[src/rtl/casc_counter.sv]
module casc_counter #(
  parameter bit DECADE    = 1'b0,
  parameter bit ASYNC_CLR = 1'b1
) (
  input  logic       clk,
  input  logic       clr_n,
  input  logic       load_n,
  input  logic [3:0] din,
  input  logic       en_p,
  input  logic       en_t,
  output logic [3:0] q,
  output logic       carry
);
  localparam logic [3:0] TERM = DECADE ? 4'd9 : 4'd15;

  logic [3:0] cnt, cnt_nxt;
  logic       at_term;

  assign at_term = (cnt == TERM);

  always_comb begin
    if (!load_n)            cnt_nxt = din;
    else if (en_p && en_t)  cnt_nxt = at_term ? 4'd0 : cnt + 4'd1;
    else                    cnt_nxt = cnt;
  end

  generate
    if (ASYNC_CLR) begin : g_aclr
      always_ff @(posedge clk or negedge clr_n)
        if (!clr_n) cnt <= 4'd0;
        else        cnt <= cnt_nxt;
    end else begin : g_sclr
      always_ff @(posedge clk)
        if (!clr_n) cnt <= 4'd0;
        else        cnt <= cnt_nxt;
    end
  endgenerate

  assign q     = cnt;
  assign carry = en_t & at_term;
endmodule


[config.mk]
export PLATFORM = sky130hd
export DESIGN_NAME = casc_counter
export DESIGN_NICKNAME = d
export VERILOG_FILES = /design/src/rtl/casc_counter.sv
export SDC_FILE = /design/constraint.sdc
export NUM_CORES = 1
export LEC_CHECK = 0
export BUFFER_PORTS_ARGS = -buffer_cell sky130_fd_sc_hd__buf_2
export CORE_AREA = 2 2 39 41
export DETAILED_ROUTE_END_ITERATION = 10
export DIE_AREA = 0 0 41 43
export PLACE_DENSITY = 0.5
export RECOVER_POWER = 100
export SLEW_MARGIN = 15
export SYNTH_ARGS = -nofsm -noshare
export SYNTH_HDL_FRONTEND = slang
export SYNTH_SLANG_ARGS = --single-unit
[constraint.sdc]
create_clock -name clk -period 2.4 [get_ports clk]
set_input_delay 0.36 -clock clk [delete_from_list [all_inputs] [get_ports clk]]
set_output_delay 0.36 -clock clk [all_outputs]
set_load 0.01 [all_outputs]
==> key figures, run 1 <==
Status
  • Status: finished, final reports clean

Route
  • Post-route DRC: 0
  • DR WL/cell: 10.0 microns
  • DRT Wirelength: 582 microns
  • DRT antenna net count: 0
  • 1st-pass router iterations: 6
  • Vias per cell: 4.26
  • Via count: 247
  • DRT iter0 DRCs: 10

Finish
  • Diodes inserted: 0
  • Fin nets: 54
  • Max reg flops: 4
  • Layout area overhead: 45.2%
  • Register area: 100 sq um
  • Fill count: 153
  • Fraction of layout cells with a size suffix above 1: 28.6%
  • Multi-input gate area in the final layout: 131 sq um

Timing
  • Final min period: 1630 ps
  • Final setup viols: 0
  • Clk_skew: 1.91 ps
  • Final hold vios: 0
  • Final Worst Setup Slack: 769 ps
  • Setup TNS: 0 ps
  • Period utilisation layout: 67.9%
  • Max-slew violation count: 0
  • Slew headroom: 86.0%
  • RSZ-0062 raised after global routing: false
  • Worst-margin pin slew: 210 ps
  • Fmax: 613 MHz

Clocking
  • Max clock buf depth: 2
  • Clock slew at reported path FFs: 40 ps
  • TritonCTS clock tree: done
  • CTS Root Buffer Type: clkbuf_4
  • Post-CTS Resized: 0
  • Clock Latency Late Sink: 230 ps
  • CTS buffer count: 3
  • CTS HTree Levels: 1
  • Sink Count: 4

Power and ir drop
  • Seq pwr share: 40.5%
  • Lkg Pwr: 0.000149 uW
  • Clock network fraction of design power: 37.6%
  • Int Pwr: 153 uW
  • Comb power frac: 21.9%
  • Pwr Density: 627 nW/um^2
  • Switching share of power: 28.7%
  • NetSw: 61.4 uW
  • Peak VDD IR: 237 uV

Floorplan
  • Die ar.: 1760 sq um
  • Io pins: 14
  • Row count: 14
  • Die Y: 43 microns
  • Die width: 41 microns
  • Core area: 1380 sq um
  • Starting Density: 17.0%

Worst setup path
  • Critical path cell sequence: ha_1, and4_2, clkbuf_1
  • Slowest stage delay, CP: 420 ps
  • CP max stage cell: dfrtp_1
  • CP Launch Type: flip-flop
  • CP arrival: 1270 ps
  • Worst setup EP type: output pin
  • Data required, critical path: 2040 ps
  • Worst setup path class: reg -> out
  • Crit-path max FO: 6

Global routing
  • Total gr overflow: 0
  • Initial antenna violation count: 0
  • Vias in the first global route: 212
  • Pin count of the biggest net entering global routing: 9
  • First-pass GRT wire length: 841 microns
  • Total global-route track usage: 7.47%

Hold path
  • Worst hold path type: in -> reg

Synthesis
  • Post-synth cell types: 15
  • Avg Cell Area, Syn: 9.05 sq um
  • Post-Syn Nets: 36
  • Sequential area share after synthesis: 42.6%
  • Synth warn: 0
  • Mapped cell area: 235 sq um
  • Synthesized flop and latch total: 4
  • Gate Count Post-Synth: 26

Place
  • PortBufs: 13
  • Routability congestion estimate: 0.611
  • Placement Setup Slack: 1030 ps

Run
  • Max cap viols: 0
==> what timing repair did <==
action / 4_1_cts / 5_1_grt
hold buffers: 1 / 0
setup buffers: 0 / 0
hold endpoints to repair: 4 / 0
==> area by class of cell <==
class / instances / area share, %
multi-input cells: 21 / 38.5
flip-flops and latches: 4 / 29.3
repair buffers: 14 / 19.8
clock buffers: 3 / 6.59
well taps: 16 / 5.86
==> synthesized netlist by cell type (all sizes together) <==
library cell / n / area [sq um]
a21oi: 3 / 15.0
a311o: 1 / 10.0
a31oi: 2 / 12.5
and4: 1 / 10.0
buf: 1 / 3.75
dfrtp: 4 / 100
ha: 1 / 12.5
mux2i: 1 / 10.0
nand2: 3 / 11.3
nand3: 2 / 15.0
nor2: 4 / 15.0
o21ai: 1 / 5.00
or3: 1 / 6.26
xor2: 1 / 8.76
==> logic make-up (layout without fill, tap and decap cells) <==
logic type                 Yosys count  after routing  synth area share (%)
and+or+nand+nor                     11             11                  24.5
AOI/OAI and AO/OA                    7              7                  18.1
DFF                                  4              4                  42.6
adders and majority gates            1              1                  5.32
xor gates and xnor gates             1              1                  3.72
muxes                                1              1                  4.26
buffers and inverters                1             17                  1.59
==> power by group through the flow <==
| stage | Clock, uW | Combinational, uW | Sequential [uW] |
|---|---|---|---|
| after floorplan | 0 | 22.6 | 88.7 |
| after global placement | 0 | 47.6 | 86.2 |
| after detailed placement | 0 | 48.0 | 86.8 |
| after CTS | 83.7 | 50.3 | 86.4 |
| after global routing | 90.8 | 52.1 | 87.8 |
| final | 80.6 | 46.9 | 86.7 |
==> worst max-delay path: cells and delay by family, from the launching register on <==
kind,cells,cell delay [ps]
buffers and inverters,1,120
adders and majority gates,1,270
and+or+nand+nor,1,230
DFF,1,420
==> metrics by stage <==
step	power [uW]	cells	area, sq um	hold WS, ps	util, %
2_1_floorplan	111	26	235	64.4	-
3_3_place_gp	134	54	317	171	22.9
3_5_place_dp	135	54	317	168	22.9
4_1_cts	220	58	349	380	25.2
5_1_grt	231	58	342	392	24.7
6_report	214	58	342	377	24.7
==> placed cells by master, fill, tap and decap left out, drive strengths merged, types with 2 or more instances in the layout <==
| cell | count |
|---|---|
| buf | 7 |
| dfrtp | 4 |
| clkbuf | 9 |
| nand2 | 3 |
| nand3 | 2 |
| nor2 | 4 |
| a31oi | 2 |
| a21oi | 3 |
==> worst paths after layout <==
kind / cells after the start / end / start / slack (ps)
setup / recovery: 3 / carry / q[0] / 770
hold / removal: 3 / q[2] / din[2] / 380
setup reg to reg: 3 / q[0] / q[0] / 1080
hold reg to reg: 2 / q[3] / q[3] / 620
max in group asynchronous: 2 / q[1] / clr_n / 1740
min in group asynchronous: 2 / q[3] / clr_n / 480
==> metal layers <==
metal / share of wire (%) / wire length, microns / vias up / GRT usage [%]
met4: 0 / 0 / 0 / 4.00
met3: 13 / 76 / 0 / 4.71
met2: 40 / 235 / 14 / 9.69
met1: 46 / 270 / 105 / 9.18
met5: 0 / 0 / - / 0
li1: - / - / 128 / -
Note: power is estimated with default switching activity, not from simulation.
==> run 2, diff against run 1 <==
--- a/config.mk
+++ b/config.mk
@@ -5,11 +5,12 @@
 export SDC_FILE = /design/constraint.sdc
 export NUM_CORES = 1
 export LEC_CHECK = 0
+export ABC_AREA = 1
 export BUFFER_PORTS_ARGS = -buffer_cell sky130_fd_sc_hd__buf_2
 export CORE_AREA = 2 2 39 41
 export DETAILED_ROUTE_END_ITERATION = 10
 export DIE_AREA = 0 0 41 43
-export PLACE_DENSITY = 0.5
+export PLACE_DENSITY = 0.55
 export RECOVER_POWER = 100
 export SLEW_MARGIN = 15
 export SYNTH_ARGS = -nofsm -noshare
==> constraint.sdc (replaced) <==
create_clock -name clk -period 1.35 [get_ports clk]
set_input_delay 0.2025 -clock clk [delete_from_list [all_inputs] [get_ports clk]]
set_output_delay 0.2025 -clock clk [all_outputs]
set_load 0.01 [all_outputs]
==> key figures, run 2 <==
Timing
  • Final Worst Setup Slack: -0.416 ps (-770 ps)
  • RSZ-0062 raised after global routing: true
  • Fmax: 741 MHz
  • Final min period: 1350 ps
  • Final setup viols: 1 (+1)
  • Setup TNS: -0.416 ps (-0.416 ps)
  • Max-slew violation count: 0 (unchanged)
  • Worst-margin pin slew: 215 ps (+4.93 ps)
  • Period utilisation layout: 100%
  • Slew headroom: 85.7% (-0.33 points)
  • Final hold vios: 0 (unchanged)
  • Clk_skew: 5.30 ps (+3.39 ps)

Power and ir drop
  • Pwr Density: 1030 nW/um^2 (+65%)
  • Peak VDD IR: 307 uV (+29%)
  • Lkg Pwr: 0.000222 uW (+49%)

Worst setup path
  • Crit-path max FO: 3 (-3)
  • Slowest stage delay, CP: 350 ps (-70 ps)
  • Critical path cell sequence: ha_2, nand2_2, nor3b_2, buf_2
  • CP max stage cell: dfrtp_1
  • Worst setup EP type: output pin
  • R2R Setup Slk: 280 ps (-800 ps)
  • CP arrival: 1150 ps (-120 ps)
  • Worst setup path class: reg -> out
  • Data required, critical path: 1150 ps (-890 ps)
  • Crit Reg-Reg Startpoint: q[0]
  • Worst reg2reg endpoint: q[3]
  • CP Launch Type: flip-flop
  • R2r worst-path depth: 6 (+3)

Clocking
  • Sink Count: 4 (unchanged)
  • CTS Root Buffer Type: clkbuf_4
  • Clock Latency Late Sink: 240 ps (about the same)
  • Max clock buf depth: 2 (unchanged)
  • TritonCTS clock tree: done
  • Clock slew at reported path FFs: 40 ps (about the same)
  • CTS buffer count: 3 (unchanged)
  • CTS HTree Levels: 1 (unchanged)

Status
  • Status: finished, violations left
  • Failing checks: negative setup slack

Floorplan
  • Row count: 14 (unchanged)
  • Die width: 41 microns (unchanged)
  • Io pins: 14 (unchanged)
  • Starting Density: 19.6% (+2.6 points)
  • Core area: 1380 sq um (unchanged)
  • Die Y: 43 microns (unchanged)
  • Die ar.: 1760 sq um (unchanged)

Route
  • DRT Wirelength: 679 microns (+17%)
  • Vias per cell: 4.11 (-3.5%)
  • DRT antenna net count: 0 (unchanged)
  • 1st-pass router iterations: 5 (-1)
  • Via count: 304 (+23%)
  • DRT iter0 DRCs: 8 (-2)
  • Post-route DRC: 0 (unchanged)
  • DR WL/cell: 9.18 microns (-8.6%)

Synthesis
  • Post-synth cell types: 13 (-2)
  • Most numerous cell in the Yosys netlist: nand2_1
  • EDFF count, synth: 0 (unchanged)
  • Synthesized flop and latch total: 4 (unchanged)
  • Sequential area share after synthesis: 36.9% (-5.7 points)
  • Synth area leader: dfrtp_1
  • Synth warn: 0 (unchanged)
  • Avg Cell Area, Syn: 7.15 sq um (-21%)
  • Synth top cells by count: nand2_1, inv_1, nand3_1
  • Mapped cell area: 272 sq um (+15%)
  • Gate Count Post-Synth: 38 (+46%)
  • Yosys top cell area share: 36.9% (-5.7 points)
  • Async set-reset flop share out of synthesis: 100% (unchanged)
  • Ys flop type: dfrtp_1
  • Post-Syn Nets: 48 (+33%)
  • Area contributors post-synth: dfrtp_1, nand2_1, nand3_1

Finish
  • Leading cell type in the layout, fill and taps excluded: nand2_1
  • Max reg flops: 4 (unchanged)
  • Fill count: 163 (+6.5%)
  • Register area: 100 sq um (unchanged)
  • Final core utilization: 29.8% (+5.2 points)
  • Commonest non-fill, non-tap cells in the layout: nand2_1, buf_2, inv_1, nand3_1, dfrtp_1
  • Fraction of layout cells with a size suffix above 1: 36.2% (+7.6 points)
  • Fin nets: 70 (+30%)
  • Multi-input gate area in the final layout: 154 sq um (+17%)
  • Layout area overhead: 52.1%
  • Diodes inserted: 0 (unchanged)

Global routing
  • Vias in the first global route: 321 (+51%)
  • First-pass GRT wire length: 1.20 mm (+43%)
  • Total global-route track usage: 10.6% (+3.1 points)
  • Total gr overflow: 0 (unchanged)
  • Pin count of the biggest net entering global routing: 7 (-2)
  • Initial antenna violation count: 0 (unchanged)

Hold path
  • Hold endpoint: q[0]
  • Worst hold path type: in -> reg
  • Cells on Worst Hold Path: 3 (unchanged)
  • Hold path start: din[0]

Place
  • Routability congestion estimate: 0.826 (+35%)
  • PortBufs: 13 (unchanged)
  • Hpwl dp: 543 microns

Run
  • Max cap viols: 0 (unchanged)
## run 2: where the power goes
part	internal (uW)	switching (uW)
clock network	99.5	49.8
logic	60.2	66.2
registers	136	14.7
## run 2: per-layer routing
metal  up-vias  GRT usage [%]  wire length, microns
met4         0           8.00                     0
met3         0           3.14                    32
met1       136           10.1                   242
met5         -              0                     0
li1        161              -                     -
met2         7           17.5                   404
## run 2: kinds of logic (layout without fill, tap and decap cells)
logic type / count (synthesis) / in the layout / share of synthesized area, %
and+or+nand+nor: 25 / 25 / 45.6
buffers and inverters: 6 / 26 / 8.29
DFF: 4 / 4 / 36.9
AOI/OAI and AO/OA: 2 / 2 / 4.61
adders and majority gates: 1 / 1 / 4.61
## run 2: cell type report
cell class | instances | share of cell area, %
Sequential cell | 4 | 24.2
Multi-Input combinational cell | 28 | 37.3
Timing Repair Buffer | 17 | 22.7
Tap cell | 16 | 4.85
Clock buffer | 3 | 5.45
Inverter | 6 | 5.45
## run 2: how the worst max path moves through the flow
| stage | start | slack, ps | end |
|---|---|---|---|
| after floorplan | q[0] | 110 | carry |
| after global placement | q[1] | 200 | carry |
| after detailed placement | q[1] | 150 | carry |
| after CTS | q[1] | -6 | carry |
| after global routing | q[1] | -70 | carry |
| final | q[0] | -0.4 | carry |
## run 2: repair_timing
action	CTS	global route
cloned	0	0
setup endpoints to repair	1	1
resized for setup	2	0
endpoints found under the hold margin	4	0
hold buffers	1	0
buffers inserted	2	0
## run 2: worst max-delay path: cells and delay by family (launching register included)
kind | cells | cell delay (ps)
flops | 1 | 350
simple gates | 2 | 230
fa+ha+maj | 1 | 190
buf+inv | 1 | 140
## run 2: metrics by stage
stage	instances	hold WS (ps)	setup slack [ps]	instance area (sq um)	total power [uW]
CTS	74	181	-5.89	419	437
floorplan	38	-93.1	115	272	213
global placement	68	11.9	196	364	264
detailed placement	68	12.4	146	364	265
finish	74	185	-0.416	413	426
global route	74	190	-65.1	413	465
==> run 3, diff against run 2 <==
--- a/config.mk
+++ b/config.mk
@@ -10,6 +10,7 @@
 export CORE_AREA = 2 2 39 41
 export DETAILED_ROUTE_END_ITERATION = 10
 export DIE_AREA = 0 0 41 43
+export MAX_ROUTING_LAYER = met4
 export PLACE_DENSITY = 0.55
 export RECOVER_POWER = 100
 export SLEW_MARGIN = 15
==> key figures, run 3 (synthesis gave the netlist of run 2 again) <==
Power and ir drop
  • Tot Pwr: 426 uW (about the same)
  • NetSw: 131 uW (about the same)
  • Switching share of power: 30.6% (about the same)
  • Lkg Pwr: 0.000222 uW (unchanged)
  • Seq pwr share: 35.4% (about the same)
  • Peak VDD IR: 307 uV (about the same)
  • Clock network fraction of design power: 35.0% (about the same)
  • Comb power frac: 29.6% (about the same)
  • Int Pwr: 296 uW (about the same)
  • Pwr Density: 1030 nW/um^2 (about the same)

Route
  • Post-route DRC: 0 (unchanged)
  • DRT Wirelength: 679 microns (unchanged)
  • 1st-pass router iterations: 5 (unchanged)
  • Via count: 305 (+0.33%)
  • Vias per cell: 4.12 (+0.33%)
  • DRT antenna net count: 0 (unchanged)
  • DRT iter0 DRCs: 8 (unchanged)
  • DR WL/cell: 9.18 microns (unchanged)

Worst setup path
  • Worst setup EP type: output pin
  • Crit-path max FO: 3 (unchanged)
  • R2R Setup Slk: 280 ps (about the same)
  • Data required, critical path: 1150 ps (about the same)
  • R2r worst-path depth: 6 (unchanged)
  • CP startpoint: q[0]
  • Worst setup path class: reg -> out
  • CP Launch Type: flip-flop
  • CP arrival: 1150 ps (about the same)
  • Worst reg2reg endpoint: q[3]
  • Crit Reg-Reg Startpoint: q[0]
  • CP endpoint: carry

Floorplan
  • Row count: 14 (unchanged)
  • Die ar.: 1760 sq um (unchanged)
  • Die width: 41 microns (unchanged)
  • Io pins: 14 (unchanged)
  • Core area: 1380 sq um (unchanged)
  • Starting Density: 19.6% (unchanged)
  • Die Y: 43 microns (unchanged)

Clocking
  • TritonCTS clock tree: done
  • CTS HTree Levels: 1 (unchanged)
  • CTS Root Buffer Type: clkbuf_4
  • Clock Latency Late Sink: 240 ps (about the same)
  • Sink Count: 4 (unchanged)
  • Max clock buf depth: 2 (unchanged)
  • Clock slew at reported path FFs: 40 ps (about the same)
  • CTS buffer count: 3 (unchanged)

Global routing
  • Total gr overflow: 0 (unchanged)
  • Pin count of the biggest net entering global routing: 7 (unchanged)
  • First-pass GRT wire length: 1.21 mm (+0.58%)
  • Initial antenna violation count: 0 (unchanged)
  • Total global-route track usage: 10.9% (+0.26 points)
  • Vias in the first global route: 321 (unchanged)

Timing
  • Final Worst Setup Slack: -0.399 ps (+0.0171 ps)
  • Final min period: 1350 ps (-0.0171 ps)
  • Final hold vios: 0 (unchanged)
  • Period utilisation layout: 100% (about the same)
  • Slew headroom: 85.7% (unchanged)
  • Clk_skew: 5.34 ps (+0.0386 ps)
  • RSZ-0062 raised after global routing: true
  • Max-slew violation count: 0 (unchanged)
  • Worst-margin pin slew: 215 ps (unchanged)
  • Final setup viols: 1 (unchanged)
  • Fmax: 741 MHz (about the same)

Finish
  • Layout area overhead: 52.1% (unchanged)
  • Fraction of layout cells with a size suffix above 1: 36.2% (unchanged)
  • Commonest non-fill, non-tap cells in the layout: nand2_1, buf_2, inv_1, nand3_1, dfrtp_1
  • Leading cell type in the layout, fill and taps excluded: nand2_1
  • Max reg flops: 4 (unchanged)
  • Fin nets: 70 (unchanged)
  • Diodes inserted: 0 (unchanged)

Hold path
  • Worst hold path type: in -> reg

Run
  • Max cap viols: 0 (unchanged)

Status
  • Status: finished, violations left
  • Failing checks: negative setup slack

Place
  • PortBufs: 13 (unchanged)
  • Routability congestion estimate: 0.839 (+1.5%)
  • Placement Setup Slack: 146 ps (unchanged)
  • Hpwl dp: 543 microns (unchanged)
run 3: cell counts in the layout (fill, tap and decap cells not counted):
No cell type changed its count.
run 3: stage by stage:
step | TNS (ps) | cell area (sq um) | cells | utilization (%) | hold WS [ps]
floorplan | 0 | 272 | 38 | - | -93.1
global placement | 0 | 364 | 68 | 26.3 | 11.9
detailed placement | 0 | 364 | 68 | 26.3 | 12.4
CTS | -5.89 | 419 | 74 | 30.3 | 181
global route | -65.1 | 413 | 74 | 29.8 | 190
finish | -0.399 | 413 | 74 | 29.8 | 185
run 3: cell type report:
| class | count | area, sq um |
|---|---|---|
| fill | 163 | 971 |
| multi-input combinational | 28 | 154 |
| sequential | 4 | 100 |
| timing repair buffer | 17 | 93.8 |
| clock buffer | 3 | 22.5 |
| inverter | 6 | 22.5 |
| tap | 16 | 20.0 |
run 3: worst min-delay path by stage:
stage          startpoint   end  cells past startpoint
2_1_floorplan       clr_n  q[0]                      0
3_3_place_gp        clr_n  q[3]                      1
3_5_place_dp        clr_n  q[3]                      1
4_1_cts            din[0]  q[0]                      3
5_1_grt            din[0]  q[0]                      3
6_report           din[0]  q[0]                      3
run 3: power groups by stage:
| stage | registers, uW | logic (uW) | clock network, uW |
|---|---|---|---|
| 6_report | 151 | 126 | 149 |
| 5_1_grt | 153 | 144 | 168 |
| 4_1_cts | 151 | 130 | 156 |
| 3_5_place_dp | 156 | 109 | 0 |
| 3_3_place_gp | 154 | 110 | 0 |
| 2_1_floorplan | 162 | 51.1 | 0 |
run 3: critical path, cell delays in order, from the launching register on:
cell	delay [ps]
dfrtp_1	350
ha_2	190
nand2_2	80
nor3b_2	150
buf_2	140
run 3: repair_timing:
item / CTS / global route
gates resized for setup: 2 / 0
setup endpoints to repair: 1 / 1
setup buffers: 2 / 0
hold buffers: 1 / 0
hold endpoints to repair: 4 / 0
run 3: per-layer routing:
layer	global-route usage [%]	wire length (microns)
met3	3.14	33
met4	8.00	0
met2	17.5	402
met1	10.1	244
met5	-	0
